[src/rtl/regptr_host_if.sv]
module regptr_host_if #(
  parameter int DATA_W = 8,
  parameter int PTR_W  = 6
) (
  input  logic              clk,
  input  logic              rst_n,
  input  logic [1:0]        host_addr,
  input  logic              host_wr,
  input  logic              host_rd,
  input  logic [DATA_W-1:0] host_wdata,
  output logic [DATA_W-1:0] host_rdata,
  input  logic [DATA_W-1:0] port_c_in,
  input  logic [DATA_W-1:0] port_b_in,
  input  logic [DATA_W-1:0] port_a_in,
  output logic [2:0]        port_we,
  output logic [PTR_W-1:0]  reg_sel,
  output logic              reg_wr,
  output logic              reg_rd,
  output logic [DATA_W-1:0] reg_wdata,
  input  logic [DATA_W-1:0] reg_rdata,
  output logic              dev_reset
);
  localparam logic [1:0] CTRL_ADDR = 2'd3;

  logic             data_ph;
  logic [PTR_W-1:0] ptr;
  logic             rst_bit;

  wire ctrl_wr  = host_wr && host_addr == CTRL_ADDR;
  wire ctrl_rd  = host_rd && !host_wr && host_addr == CTRL_ADDR;
  wire ptr_zero = ptr == '0;

  assign reg_sel   = ptr;
  assign reg_wdata = host_wdata;
  assign dev_reset = rst_bit;
  assign reg_wr    = ctrl_wr && data_ph && !rst_bit && !ptr_zero;
  assign reg_rd    = ctrl_rd && !ptr_zero;

  for (genvar i = 0; i < 3; i++) begin : g_port_we
    assign port_we[i] = host_wr && !rst_bit && host_addr == 2'(i);
  end

  wire [DATA_W-1:0] ctrl_rdata = ptr_zero ? DATA_W'(rst_bit) : reg_rdata;

  always_comb begin
    case (host_addr)
      2'd0:    host_rdata = port_c_in;
      2'd1:    host_rdata = port_b_in;
      2'd2:    host_rdata = port_a_in;
      default: host_rdata = ctrl_rdata;
    endcase
  end

  always_ff @(posedge clk or negedge rst_n) begin
    if (!rst_n) begin
      data_ph <= 1'b0;
      ptr     <= '0;
      rst_bit <= 1'b1;
    end else if (rst_bit) begin
      data_ph <= 1'b0;
      if (ctrl_wr) rst_bit <= host_wdata[0];
    end else if (ctrl_wr) begin
      if (!data_ph) begin
        ptr     <= host_wdata[PTR_W-1:0];
        data_ph <= 1'b1;
      end else begin
        data_ph <= 1'b0;
        if (ptr_zero) rst_bit <= host_wdata[0];
      end
    end else if (ctrl_rd) begin
      data_ph <= 1'b0;
    end
  end

  p_ptr_latch_r2: assert property (@(posedge clk) disable iff (!rst_n)
    (ctrl_wr && !data_ph && !rst_bit) |=> (data_ph && reg_sel == $past(host_wdata[PTR_W-1:0])));

  p_read_resync_r5: assert property (@(posedge clk) disable iff (!rst_n)
    ctrl_rd |=> !data_ph);

  p_rst_holds_ptr_phase_r7: assert property (@(posedge clk) disable iff (!rst_n)
    dev_reset |-> (!data_ph && !reg_wr && port_we == 3'b000));

  p_port_keeps_state_r8: assert property (@(posedge clk) disable iff (!rst_n)
    (host_wr && host_addr != CTRL_ADDR) |=> ($stable(data_ph) && $stable(reg_sel)));

  p_rst_write_keeps_ptr_r7: assert property (@(posedge clk) disable iff (!rst_n)
    (dev_reset && ctrl_wr) |=> $stable(reg_sel));
endmodule

[config.mk]
export PLATFORM = sky130hd
export DESIGN_NAME = regptr_host_if
export DESIGN_NICKNAME = d
export VERILOG_FILES = /design/src/rtl/regptr_host_if.sv
export SDC_FILE = /design/constraint.sdc
export NUM_CORES = 1
export LEC_CHECK = 0
export ABC_AREA = 1
export BUFFER_PORTS_ARGS = -buffer_cell sky130_fd_sc_hd__buf_2
export CORE_ASPECT_RATIO = 0.75
export CORE_UTILIZATION = 39
export DETAILED_ROUTE_END_ITERATION = 8
export GPL_TIMING_DRIVEN = 0
export PLACE_DENSITY = 0.83
export SYNTH_ARGS = -nofsm -noshare
export SYNTH_HDL_FRONTEND = slang
export SYNTH_SLANG_ARGS = --single-unit
[constraint.sdc]
create_clock -name clk -period 2.4 [get_ports clk]
set_input_delay 0.12 -clock clk [delete_from_list [all_inputs] [get_ports clk]]
set_output_delay 0.12 -clock clk [all_outputs]
set_load 0.03 [all_outputs]
======== Word level (Yosys, flattened, before mapping) ========
Cells that the tools add are included.
cells by class
  order comparisons ....................... 0
  multiplexer cells ....................... 11
  multiply operators ...................... 0
  reductions and logical operators ........ 18
  equal/unequal tests ..................... 3
  divide/modulo/power cells ............... 0
  add/subtract/negate cells ............... 0
  shift-type cells ........................ 0
  bitwise gates (word level) .............. 2
operator list
  operator                                             number
  case mux 8 bit (3 select lines)                      1
  logical AND 1 bit                                    11
  2-to-1 mux 1 bit                                     9
  2-to-1 mux 8 bit                                     1
  zero test 6 bit                                      1
  equality test 2 bit, second input constant           2
  zero test 1 bit                                      3
  AND reduction 3 bit                                  1
  nonzero test 3 bit                                   1
  equality test 2 x 1 -> 1 bit, second input constant  1
  zero test 2 bit                                      1
  inverter 1 bit                                       2
word-level totals
  memories kept ........................... 0
  flip-flop bits (word level) ............. 8
  output and inout bits ................... 28
  bits in writable memories ............... 0
  bits in latches ......................... 0
  ROM bits ................................ 0
  bits of input ports ..................... 46

======== Longest topological paths before layout ========
Gate-level depths: netlist of run 1.
  depth after elaboration ................. 6
  depth in mapped cells ................... 6

======== Least setup slack after synthesis of run 1 ========
OpenSTA, ideal clock, no wires.
  path kind ............................... register -> output
  start ................................... register rst_bit, in the netlist dev_reset
  end ..................................... output port port_we[2]
  path slack .............................. 971 ps
  arrival ................................. 1,309 ps
  path buffers ............................ 0
  cell stages (with the launch flop) ...... 4
  required time ........................... 2,280 ps
  cell sequence ........................... dfstp_2 -> inv_1 -> nand2_2 -> nor3_1
on the way
  cells in the longest elaborated chain, start to end .. 3
ends and longest elaborated chain
  what                            line  RTL
  start, declared                 27    logic rst_bit;
  start signal, assigned          61    if (ctrl_wr) rst_bit <= host_wdata[0];
  start signal, assigned          68    if (ptr_zero) rst_bit <= host_wdata[0];
  zero test 1 bit                 40    assign port_we[i] = host_wr && !rst_bit && host_addr == 2'(i);
  logical AND 1 bit (2 in a row)  40
  end, declared                   15    output logic [2:0] port_we,
No other way between the ends.

======== Worst setup path after layout of run 1 ========
  start ................................... register ptr[3], in the netlist reg_sel[3]
  end ..................................... output port host_rdata[0]
on the way
  cells in the longest elaborated chain, start to end .. 3
ends and longest elaborated chain
  what                             line  RTL
  start, declared                  26    logic [PTR_W-1:0] ptr;
  start signal, assigned           64    ptr <= host_wdata[PTR_W-1:0];
  zero test 6 bit                  31    wire ptr_zero = ptr == '0;
  2-to-1 mux 8 bit                 43    wire [DATA_W-1:0] ctrl_rdata = ptr_zero ? DATA_W'(rst_bit) : reg_rdata;
  case mux 8 bit (3 select lines)  46    case (host_addr)
  end, declared                    11    output logic [DATA_W-1:0] host_rdata,
No other way between the ends.

==> run_results.csv, run 1 <==
group,metric,value,unit
run_status,status,"complete, no violations",
placement,place_area,1190,um^2
floorplanning,rows,13,
cts,clockRootBuffer,"clkbuf_4",
grt,grt_pass1_wl,3430,um
placement,dp_hpwl,2180,um
logic_synthesis,synth_top_family_by_area,"simple AND/OR/NAND/NOR gates",
final_layout,area_delta_synth_final,52.2,%
setup_path,crit_required,2.28,ns
setup_path,critPathLaunchType,"register",
logic_synthesis,synthSimpleGateAreaFrac,48.4,%
logic_synthesis,syn_area,803,um^2
timing,fmax,627,MHz
timing,hold_violations,0,
detailed_routing,postRouteWirelength,2500,um
floorplanning,coreArea,1840,um^2
cts,cts.clk_slew.worst_paths,0.06,ns
worst_hold_path,hold_class,"input port to register",
power,p_leak,0.760,nW
timing,setup_viol_count_final,0,
detailed_routing,drc,0,
cts,clkLatencyLatePin,0.26,ns
grt,grt_max_degree,11,
setup_path,r2r-end,"reg_sel[5]",
final_layout,final_area,1220,um^2
setup_path,slowest_delay,0.39,ns
logic_synthesis,synth_fp_nets,167,
placement,gp_congestion,0.738,
setup_path,r2r_start,"dev_reset",
setup_path,cp_max_fo,10,
detailed_routing,wire_per_inst,11.4,um
final_layout,antenna_cells,0,
timing,rsz0062_at_grt,"false",
logic_synthesis,ys_warn_count,0,
setup_path,worstSetupEndpointType,"output pin",
cts,cts_buffer_depth,2,
cts,post_cts_resized,0,
power,power,0.923,mW
final_layout,drive_gt1_share,52.8,%
logic_synthesis,synth_xor_area_share,0,%
floorplanning,dieArea,2250,um^2
logic_synthesis,async_reset_ff_share,100,%
worst_hold_path,hp-start,"host_wdata[3]",
grt,grtUsageTotal,22.3,%
logic_synthesis,synth_flop_cell,"dfrtp_1",
setup_path,arrival,1.48,ns
cts,cts_buffers,3,
setup_path,path_class,"register to output pin",
setup_path,crit_start,"reg_sel[3]",
logic_synthesis,synth_fa_ha_area_share,0,%
detailed_routing,drt_iter0_drc,26,
logic_synthesis,synth_area_per_cell,6.64,um^2
timing,worst_pin_slew,0.284,ns
grt,antenna_found_initial,0,
final_layout,fin_util,66.5,%
power,p_per_area,755,nW/um^2
job,cap_violations,0,
setup_path,cpMaxStageDelayCell,"dfrtp_1",
timing,slew_headroom,81.1,%
detailed_routing,ant_nets,0,
logic_synthesis,synth.area.mux_share,0,%
logic_synthesis,yosysTopAreaCell,"dfrtp_1",
timing,clock_skew,0.00715,ns
detailed_routing,drt_pass1_iterations,4,
logic_synthesis,ys_ff_latch,8,
floorplanning,die_h,41.3,um
logic_synthesis,synth_top_area_share,21.8,%
logic_synthesis,yosys-top-cells-count,"38 x nand2_1, 22 x nand3_1, 9 x buf_4",
floorplanning,initial_utilization,43.7,%
setup_path,worstPathCellList,"nor2_1, nand3_2, nand2_1, nand3_1, nand2_1, buf_2",
cts,tritoncts,"built",
logic_synthesis,ys_seq_area_share,25.1,%
timing,setup_tns,0,ns
power,peakVddDrop,670,uV
detailed_routing,via_per_inst,4.71,
cts,clkSinkCount,8,
logic_synthesis,synth_compound_area_share,10.4,%
setup_path,r2r_slack,1.27,ns
setup_path,reg2reg_depth,6,
logic_synthesis,synth.distinct_cells,24,
worst_hold_path,min_path_cells,3,
timing,drv_slew,0,
timing,fin_crit_sh,66.5,%
logic_synthesis,synth_edf_count,0,
logic_synthesis,syn_inst,121,
logic_synthesis,synth_area_leaders,"dfrtp_1 22%, nand2_1 18%, nand3_1 14%",
floorplanning,die_w,54.4,um
placement,io_buffers,71,
detailed_routing,vias,1031,
floorplanning,io_pins,74,
final_layout,fin_nets,244,
grt,overflow,0,
timing,fin_crit,1.60,ns
worst_hold_path,hold_end,"reg_sel[3]",
placement,place_ws,1.07,ns
setup_path,crit_top_cell,"nand2_1",
logic_synthesis,yosysMostFrequentCell,"nand2_1",
grt,grt_pass1_vias,767,
timing,fin_ws,0.804,ns
cts,h-tree-depth,1,
worst max-delay path, delay by kind of cell (launching register included):
kind / cells / cell delay, ns
buffers and inverters: 1 / 0.19
AND/OR/NAND/NOR: 5 / 0.64
flip-flops: 1 / 0.39
kinds of logic (layout without fill, tap and decap cells):
group / count (synthesis) / after routing
buf+inv: 22 / 98
simple gates: 80 / 80
flops: 8 / 8
compound gates: 11 / 11
final cells by class:
cell class | count | area, um^2
inverter | 12 | 50.0
buffer | 10 | 78.8
fill | 167 | 616
tap | 22 | 27.5
clock buffer | 4 | 26.3
multi-input combinational | 91 | 473
sequential | 8 | 201
timing repair buffer | 72 | 365
state kept, by name, summed over array words and instances (netlist names):
signal,flops
reg_sel,6
data_ph,1
dev_reset,1
report_power, final:
part | internal [mW] | total [mW] | switching [mW]
sequential | 0.202 | 0.247 | 0.0454
clock | 0.0639 | 0.114 | 0.0499
combinational | 0.169 | 0.562 | 0.393
total | 0.435 | 0.923 | 0.488
placed cells by master (no fill, tap or decap):
master / synthesis / layout
buf_2: 0 / 71
nand2_1: 38 / 38
nand3_1: 22 / 22
buf_4: 9 / 9
nor2_1: 8 / 8
inv_1: 7 / 7
a21oi_2: 7 / 7
dfrtp_1: 7 / 7
clkbuf_4: 0 / 3
o21ai_1: 2 / 2
inv_2: 2 / 2
nand2_4: 2 / 2
inv_4: 2 / 2
nand2_2: 2 / 2
nand4_1: 2 / 2
buf_6: 1 / 1
nor2_2: 1 / 1
nand3_2: 1 / 1
nand3b_1: 1 / 1
nor3_1: 1 / 1
clkinv_1: 1 / 1
nor3_2: 1 / 1
o31ai_1: 1 / 1
nor2_8: 1 / 1
a21oi_1: 1 / 1
clkbuf_1: 0 / 1
dfstp_2: 1 / 1
dlygate4sd3_1: 0 / 1
metal layers:
metal	vias to the layer above	global-route usage (%)	part of all wire, %
li1	546	-	-
met1	453	31.5	42
met2	32	36.6	53
met3	0	3.26	4.9
met4	0	3.85	0
met5	-	0	0
worst max-delay path by stage:
stage,endpoint,slack [ns],depth (start not counted)
floorplan,port_we[2],0.97,3
global placement,host_rdata[0],1.07,6
detailed placement,host_rdata[0],1.07,6
CTS,host_rdata[0],0.78,6
global route,host_rdata[0],0.67,6
finish,host_rdata[0],0.80,6
through the flow:
| step | hold WS (ns) | cells |
|---|---|---|
| final | 0.114 | 219 |
| after global routing | 0.120 | 219 |
| after CTS | 0.103 | 219 |
| after detailed placement | -0.0271 | 214 |
| after global placement | -0.0309 | 214 |
| after floorplan | -0.176 | 121 |
what timing repair did:
action	in CTS	in global routing
endpoints found under the hold margin	8	0
hold buffers	1	0
buffers inserted	0	0
(Power assumes the default switching activity.)
==> run 2, diff against run 1 <==
Settings changed: CORE_UTILIZATION 39 to 37, PLACE_DENSITY 0.83 to 0.79.
Clock period 2.4 ns to 1.6 ns, I/O delays scaled along.
==> run_results.csv, run 2 (synthesis gave the netlist of run 1 again) <==
group,metric,value,unit
timing,clock_skew,0.0126,ns
grt,grt_pass1_wl,4050,um
grt,overflow,0,
cts,cts_buffers,3,
cts,cts_buffer_depth,2,
worst_hold_path,hold_class,"input port to register",
setup_path,r2r_start,"dev_reset",
setup_path,critPathLaunchType,"register",
timing,fin_crit_sh,95.5,%
setup_path,reg2reg_depth,5,
detailed_routing,wl_met2,1230,um
floorplanning,io_pins,74,
floorplanning,die_h,42.4,um
setup_path,critPathCapture,"host_rdata[1]",
final_layout,seq_area,201,um^2
detailed_routing,vias,1047,
detailed_routing,top_layer,"met4",
detailed_routing,wire_per_inst,11.2,um
setup_path,r2r-end,"data_ph",
setup_path,cp_max_fo,4,
final_layout,antenna_cells,0,
floorplanning,die_w,55.8,um
setup_path,cpMaxStageDelayCell,"dfrtp_1",
final_layout,multi_input_area,482,um^2
final_layout,fin_nets,246,
final_layout,largest_register_ffs,6,
grt,grtUsageTotal,22.1,%
placement,dp_hpwl,2050,um
timing,fin_crit,1.53,ns
detailed_routing,postRouteWirelength,2500,um
detailed_routing,via_per_inst,4.70,
setup_path,path_class,"register to output pin",
cts,h-tree-depth,1,
job,cap_violations,0,
cts,clkSinkCount,8,
power,p_leak,0.773,nW
timing,fmax,655,MHz
timing,setup_viol_count_final,0,
power,peakVddDrop,1100,uV
cts,clkLatencyLatePin,0.26,ns
setup_path,crit_start,"reg_sel[1]",
detailed_routing,drt_pass1_iterations,5,
cts,tritoncts,"built",
setup_path,crit_required,1.52,ns
cts,clockRootBuffer,"clkbuf_4",
timing,drv_slew,0,
run_status,status,"complete, no violations",
detailed_routing,drt_iter0_drc,30,
final_layout,area_delta_synth_final,55.5,%
detailed_routing,drc,0,
floorplanning,coreArea,2030,um^2
final_layout,final_cell_mix,"71 x buf_2, 38 x nand2_1, 22 x nand3_1",
timing,setup_tns,0,ns
timing,worst_pin_slew,0.288,ns
timing,hold_violations,0,
timing,slew_headroom,80.8,%
placement,place_ws,0.283,ns
floorplanning,dieArea,2360,um^2
final_layout,final_common_cell,"buf_2",
final_layout,fillers,189,
grt,antenna_found_initial,0,
setup_path,worstPathCellList,"nor2_1, nand3_2, buf_4, nand3_1, nand3b_1, buf_2",
power,p_per_area,1140,nW/um^2
detailed_routing,ant_nets,0,
grt,grt_max_degree,11,
floorplanning,initial_utilization,39.5,%
power,power,1.43,mW
setup_path,worstSetupEndpointType,"output pin",
grt,grt_pass1_vias,926,
timing,fin_ws,0.0726,ns
final_layout,drive_gt1_share,53.8,%
placement,io_buffers,71,
setup_path,slowest_delay,0.40,ns
setup_path,arrival,1.45,ns
detailed_routing,met3WireLength,154,um
setup_path,r2r_slack,0.43,ns
placement,gp_congestion,0.757,
floorplanning,rows,14,
cts,cts.clk_slew.worst_paths,0.06,ns
detailed_routing,wl_met1,1080,um
==> run 2: cell count changes in the layout (fill, tap and decap cells not counted), sizes merged <==
cell  before  now
buf       81   83
==> run 2: per-layer routing <==
metal | up-vias | global-route usage (%)
li1 | 543 | -
met4 | 0 | 6.50
met5 | - | 0
met3 | 4 | 5.86
met1 | 464 | 28.9
met2 | 36 | 35.9
==> run 2: power breakdown <==
part           leakage [nW]  switching, mW  internal, mW
clock                0.0150         0.0746        0.0958
combinational         0.661          0.600         0.281
sequential           0.0970         0.0738         0.303
==> run 2: timing repair <==
action / 4_1_cts / 5_1_grt
resized for setup: 0 / 2
endpoints found under the setup margin: 1 / 6
pin swaps: 1 / 1
endpoints found under the hold margin: 8 / 0
hold buffers: 1 / 0
buffers inserted: 0 / 2
==> run 2: layout make-up <==
type / instances / share of cell area (%)
Inverter: 12 / 4.01
Sequential cell: 8 / 16.1
Multi-Input combinational cell: 91 / 38.6
Tap cell: 24 / 2.40
Timing Repair Buffer: 74 / 30.5
Clock buffer: 4 / 2.10
Buffer: 10 / 6.31
==> run 2: critical path: cells and delay by family (launching register included) <==
family	cells	cell delay [ns]
simple gates	4	0.44
flops	1	0.40
buf+inv	2	0.34
==> run 2: through the flow <==
stage / util (%) / hold slack [ns] / std cells / instance area, um^2
after global routing: 61.5 / 0.0719 / 223 / 1250
after detailed placement: 58.5 / -0.0680 / 216 / 1190
after floorplan: - / -0.216 / 121 / 803
final: 61.5 / 0.0723 / 223 / 1250
after CTS: 60.3 / 0.0733 / 221 / 1220
after global placement: 58.5 / -0.0722 / 216 / 1190
==> run 2: how the worst min path moves through the flow <==
stage,start,end,cells past startpoint
after CTS,host_wdata[2],reg_sel[2],3
after detailed placement,rst_n,reg_sel[4],1
final,host_wdata[2],reg_sel[2],3
after floorplan,rst_n,data_ph,0
after global placement,rst_n,reg_sel[4],1
after global routing,host_wdata[3],reg_sel[3],3
